**src/rtl/tmr_pkg.sv**
```systemverilog
package tmr_pkg;
   typedef enum logic [1:0] {
      A_MODE  = 2'd0,
      A_DIV   = 2'd1,
      A_COUNT = 2'd2,
      A_RUN   = 2'd3
   } tmr_addr_e;

   localparam int MODE_BIT = 0;
   localparam int SEL_BIT  = 1;
   localparam int RUN_BIT  = 0;
endpackage

```
**src/rtl/tmr_sync_edge.sv**
```systemverilog
module tmr_sync_edge #(
   parameter int STAGES = 2
) (
   input  logic clk,
   input  logic rst_n,
   input  logic din,
   output logic rise
);
   if (STAGES < 2) begin : g_bad
      $error("tmr_sync_edge: STAGES must be at least 2");
   end

   logic [STAGES-1:0] chain_q;
   logic              last_q;

   for (genvar i = 0; i < STAGES; i++) begin : g_stage
      if (i == 0) begin : g_first
         always_ff @(posedge clk or negedge rst_n)
            if (!rst_n) chain_q[0] <= 1'b0;
            else        chain_q[0] <= din;
      end else begin : g_next
         always_ff @(posedge clk or negedge rst_n)
            if (!rst_n) chain_q[i] <= 1'b0;
            else        chain_q[i] <= chain_q[i-1];
      end
   end

   always_ff @(posedge clk or negedge rst_n)
      if (!rst_n) last_q <= 1'b0;
      else        last_q <= chain_q[STAGES-1];

   assign rise = chain_q[STAGES-1] & ~last_q;
endmodule

```
**src/rtl/tmr_presc.sv**
```systemverilog
module tmr_presc #(
   parameter int DIV_MID = 8,
   parameter int DIV_HI  = 32
) (
   input  logic       clk,
   input  logic       rst_n,
   input  logic       run,
   input  logic       restart,
   input  logic [1:0] sel,
   output logic       tick
);
   localparam int PW = (DIV_HI > 2) ? $clog2(DIV_HI) : 1;

   if (DIV_MID < 2 || DIV_HI <= DIV_MID) begin : g_bad
      $error("tmr_presc: need 2 <= DIV_MID < DIV_HI");
   end

   logic [PW-1:0] cnt_q;
   logic [PW-1:0] lim;

   always_comb begin
      unique casez (sel)
         2'b00:   lim = '0;
         2'b01:   lim = PW'(DIV_MID - 1);
         default: lim = PW'(DIV_HI - 1);
      endcase
   end

   assign tick = run && (cnt_q == lim);

   always_ff @(posedge clk or negedge rst_n) begin
      if (!rst_n)         cnt_q <= '0;
      else if (restart)   cnt_q <= '0;
      else if (run)       cnt_q <= (cnt_q == lim) ? '0 : cnt_q + 1'b1;
   end
endmodule

```
**src/rtl/tmr_count.sv**
```systemverilog
module tmr_count #(
   parameter int CNT_W = 16
) (
   input  logic             clk,
   input  logic             rst_n,
   input  logic             tick,
   input  logic             load_cnt,
   input  logic             load_rel,
   input  logic [CNT_W-1:0] wdata,
   output logic [CNT_W-1:0] cnt,
   output logic [CNT_W-1:0] rel,
   output logic             wrap
);
   always_ff @(posedge clk or negedge rst_n) begin
      if (!rst_n) begin
         cnt  <= '0;
         rel  <= '0;
         wrap <= 1'b0;
      end else begin
         wrap <= tick && (cnt == '0);
         if (tick)          cnt <= (cnt == '0) ? rel : cnt - 1'b1;
         else if (load_cnt) cnt <= wdata;
         if (load_rel)      rel <= wdata;
      end
   end
endmodule

```
**src/rtl/tmr_chan.sv**
```systemverilog
module tmr_chan
   import tmr_pkg::*;
#(
   parameter int CNT_W       = 16,
   parameter int SYNC_STAGES = 2,
   parameter int DIV_MID     = 8,
   parameter int DIV_HI      = 32
) (
   input  logic             clk,
   input  logic             rst_n,
   input  logic             wr_en,
   input  logic [1:0]       wr_addr,
   input  logic [CNT_W-1:0] wr_data,
   input  logic [1:0]       rd_addr,
   output logic [CNT_W-1:0] rd_data,
   input  logic             ext_evt,
   input  logic             chain_req,
   output logic             irq
);
   localparam int PAD = CNT_W - 2;

   if (CNT_W < 4) begin : g_bad
      $error("tmr_chan: CNT_W must be at least 4");
   end

   logic             run_q, mode_q, sel_q;
   logic [1:0]       ps_q;
   logic             wr_mode, wr_div, wr_cnt, wr_run, start_rise;
   logic             p_tick, e_rise, tick;
   logic [CNT_W-1:0] cnt_w, rel_w;

   assign wr_mode    = wr_en && (wr_addr == A_MODE);
   assign wr_div     = wr_en && (wr_addr == A_DIV);
   assign wr_cnt     = wr_en && (wr_addr == A_COUNT);
   assign wr_run     = wr_en && (wr_addr == A_RUN);
   assign start_rise = wr_run && wr_data[RUN_BIT] && !run_q;

   always_ff @(posedge clk or negedge rst_n) begin
      if (!rst_n) begin
         run_q  <= 1'b0;
         mode_q <= 1'b0;
         sel_q  <= 1'b0;
         ps_q   <= 2'b00;
      end else begin
         if (wr_run) run_q <= wr_data[RUN_BIT];
         if (wr_mode && !run_q) begin
            mode_q <= wr_data[MODE_BIT];
            sel_q  <= wr_data[SEL_BIT];
         end
         if (wr_div && !run_q) ps_q <= wr_data[1:0];
      end
   end

   tmr_presc #(.DIV_MID(DIV_MID), .DIV_HI(DIV_HI)) u_presc (
      .clk(clk), .rst_n(rst_n), .run(run_q), .restart(start_rise),
      .sel(ps_q), .tick(p_tick)
   );

   tmr_sync_edge #(.STAGES(SYNC_STAGES)) u_sync (
      .clk(clk), .rst_n(rst_n), .din(ext_evt), .rise(e_rise)
   );

   assign tick = run_q && (mode_q ? (sel_q ? chain_req : e_rise) : p_tick);

   tmr_count #(.CNT_W(CNT_W)) u_count (
      .clk(clk), .rst_n(rst_n), .tick(tick),
      .load_cnt(wr_cnt && !run_q), .load_rel(wr_cnt), .wdata(wr_data),
      .cnt(cnt_w), .rel(rel_w), .wrap(irq)
   );

   always_comb begin
      unique case (rd_addr)
         A_MODE:  rd_data = {{PAD{1'b0}}, sel_q, mode_q};
         A_DIV:   rd_data = {{PAD{1'b0}}, ps_q};
         A_COUNT: rd_data = irq ? '1 : cnt_w;
         default: rd_data = {{(CNT_W-1){1'b0}}, run_q};
      endcase
   end
endmodule

```
**config.mk**
```make
export PLATFORM = sky130hd
export DESIGN_NAME = tmr_chan
export DESIGN_NICKNAME = d
export VERILOG_FILES = /design/src/rtl/tmr_pkg.sv /design/src/rtl/tmr_sync_edge.sv /design/src/rtl/tmr_presc.sv /design/src/rtl/tmr_count.sv /design/src/rtl/tmr_chan.sv
export SDC_FILE = /design/constraint.sdc
export NUM_CORES = 1
export LEC_CHECK = 0
export ABC_CLOCK_PERIOD_IN_PS = 3450
export BUFFER_PORTS_ARGS = -buffer_cell sky130_fd_sc_hd__buf_2
export CAP_MARGIN = 20
export CORE_MARGIN = 5
export CORE_UTILIZATION = 45
export CTS_BUF_LIST = sky130_fd_sc_hd__clkbuf_2
export DETAILED_ROUTE_END_ITERATION = 8
export PLACE_DENSITY = 0.73
export SYNTH_ARGS = -nofsm -noshare
export SYNTH_HDL_FRONTEND = slang
export SYNTH_SLANG_ARGS = --single-unit
```
**constraint.sdc**
```tcl
create_clock -name clk -period 3.45 [get_ports clk]
set_clock_uncertainty 0.05 [all_clocks]
set_input_delay 0.69 -clock clk [delete_from_list [all_inputs] [get_ports clk]]
set_output_delay 0.69 -clock clk [all_outputs]
set_load 0.005 [all_outputs]
```
==> results.py <==
metrics = {
    "outcome": {
        "status": "finished clean",
    },
    "timing": {
        "rsz0062_at_grt": "no",
        "period_needed_ns": 2.788,
        "setup_viol": 0,
        "fin_ws_ns": 0.6620,
        "worst_slew_margin_rel_pct": 53.33,
        "fmax_mhz": 358.7,
        "worst_pin_slew_ns": 0.6937,
        "fin_tns_setup_ns": 0,
        "period_share_pct": 80.81,
        "slew_viol_final": 0,
        "hold_viol_final": 0,
    },
    "global_routing": {
        "antenna_found_initial": 0,
        "grt-ovfl-total": 0,
        "grt_first_pass_wirelength_mm": 10.35,
        "grt_max_degree": 47,
        "grt_pass1_vias": 2188,
        "grt_usage_pct": 17.57,
    },
    "synthesis": {
        "synthArstFlopShare_pct": 100.0,
        "netlist_top_cells_area": "dfrtp_1 44%, mux2_2 8.9%, nor2_1 5.8%",
        "synth-seq-area-share_pct": 43.56,
        "yosysUniqueCellTypes": 46,
        "synth-xor-area-share_pct": 3.646,
        "synth_top_family_by_area": "simple AND/OR/NAND/NOR gates",
        "synth_cells": 272,
        "synth-seq-cells": 46,
        "synthAdderAreaFrac_pct": 1.420,
        "synth_top_area_share_pct": 43.56,
        "synth-compound-area-share_pct": 14.11,
        "synth_commonest_cells": "46 x dfrtp_1, 41 x nor2_1, 21 x mux2_2",
        "synth_top_flop_cell": "dfrtp_1",
        "synth.mux.area_fraction_pct": 13.97,
        "yosysTopAreaCell": "dfrtp_1",
        "synth-edff-count": 0,
        "synth.net_count": 300,
        "synth-simple-area-share_pct": 19.84,
        "yosysMostFrequentCell": "dfrtp_1",
        "synth_warnings": 0,
        "synth_area_um2": 2643,
        "avgSynthCellArea_um2": 9.715,
    },
    "drt": {
        "ant_nets": 0,
        "vias": 2212,
        "first_pass_iters": 4,
        "post_drt_via_cell_ratio": 5.745,
        "routed_wl_mm": 6.184,
        "drt-initial-drc-count": 178,
        "routedWlPerCell_um": 16.06,
        "route.detailed.drc": 0,
    },
    "setup_path": {
        "cp.required_ns": 2.71,
        "criticalPathCategory": "register to primary output",
        "endpoint_kind": "primary output",
        "cp_max_fo": 17,
        "worstSetupStartpointType": "register",
        "worstPathArrival_ns": 2.05,
    },
    "cts": {
        "clkTransAtPathRegs_ns": 0.22,
        "cts_max_level": 2,
        "cts_buffers": 5,
        "cts_tree": "built",
        "cts-root-buf": "clkbuf_2",
        "post_cts_resized": 0,
        "clockBufferDepth": 2,
        "cts_sinks": 46,
        "cts_setup_buffers": 0,
        "postCtsHoldBufs": 0,
        "insertion_delay_ns": 0.45,
    },
    "cells_and_area": {
        "fin_nets": 337,
        "layoutNonFillerInstCount": 385,
        "n_antenna_cell": 0,
        "num-fill-cells": 580,
        "multiInputGateArea_um2": 1400,
        "finalInstanceArea_um2": 2969,
        "drive_above_1_share_pct": 26.13,
        "area_delta_synth_final_pct": 12.36,
        "regArea_um2": 1151,
    },
    "floorplan": {
        "core_area_um2": 5816,
        "std_cell_rows": 28,
        "start_util_pct": 45.44,
        "io_pins": 42,
        "dieArea_um2": 7505,
        "die_h_um": 86.63,
        "die_x_um": 86.63,
    },
    "placement": {
        "gp_congestion": 0.8116,
        "place_hpwl_mm": 4.428,
        "io_buffers": 41,
        "pre_cts_slack_ns": 0.8606,
        "post_dp_cell_area_um2": 2903,
        "dp_cells": 376,
    },
    "pwr": {
        "power_uw": 1979,
        "peakVddDrop_mv": 0.3146,
        "leakagePower_uw": 0.001311,
        "powerDensity_nw_per_um2": 666.4,
    },
    "flow_run": {
        "drv_cap": 0,
    },
    "worst_hold_path": {
        "hold_class": "input pin to asynchronous set/reset pin",
    },
}
[layout make-up]
cell class | count | share of cell area (%)
clock buffers | 5 | 0.8428
clock inverters | 3 | 0.7164
inverters | 4 | 0.5057
multi-input cells | 205 | 47.16
flip-flops and latches | 46 | 38.77
well taps | 75 | 3.161
repair buffers | 47 | 8.850
[routing by layer]
metal	routed length, um	track usage, %	part of all wire [%]	vias up
met1	2722	22.93	44	1112
li1	-	-	-	1053
met3	204	3.422	3.3	11
met5	0	0	0	-
met2	3142	28.16	51	36
met4	114	8.074	1.8	0
[cells in the final DEF (no fill, tap or decap), types with 6 or more instances in the layout]
master	Yosys	routed
dfrtp_1	46	46
nor2_1	41	41
buf_2	4	41
mux2_2	21	21
nand2_1	17	17
o21ai_0	15	15
mux2i_1	11	11
nor3_1	10	10
a21oi_1	8	8
nand3_1	7	7
a211oi_1	7	7
xnor2_1	6	6
[critical path: stages, from the launching register on]
cell and delay, ns:
dfrtp_1 0.64, or2_2 0.39, mux4_2 0.45, buf_2 0.14
[state kept, by name (all words and copies together) (netlist names)]
signal,count
mode_q,1
ps_q,2
run_q,1
sel_q,1
u_count.cnt,16
u_count.rel,16
u_count.wrap,1
u_presc.cnt_q,5
u_sync.chain_q,2
u_sync.last_q,1
[path summary, 6_finish.rpt]
check	start	endpoint	slack (ns)	cells after the start
worst max-delay path	u_count.wrap	rd_data[0]	0.66	3
worst min-delay path	rst_n	u_sync.chain_q[1]	0.05	1
worst max register to register	u_count.cnt[0]	u_count.cnt[7]	0.76	7
worst min register to register	u_sync.chain_q[0]	u_sync.chain_q[1]	0.34	0
max in group asynchronous	rst_n	u_count.cnt[9]	2.82	2
min in group clk	ext_evt	u_sync.chain_q[0]	0.29	1
[report_power, final]
part / switching (uW) / internal, uW
logic: 401 / 392
registers: 247 / 705
clock network: 183 / 49.8
total: 832 / 1150
[metrics by stage]
stage               hold slack, ns  util [%]
floorplan                   0.2812         -
global route               0.01296     51.05
detailed placement          0.2932     49.91
CTS                         0.2563     50.71
finish                     0.05119     51.05
global placement            0.2814     49.91
[logic make-up (layout without fill, tap and decap cells)]
kind of cell / count (synthesis) / count (layout)
and+or+nand+nor: 106 / 106
buffers and inverters: 21 / 59
adders and majority gates: 3 / 3
DFF: 46 / 46
muxes: 33 / 33
xor gates and xnor gates: 11 / 11
AOI/OAI and AO/OA: 52 / 52
Note: power is estimated with default switching activity, not from simulation.
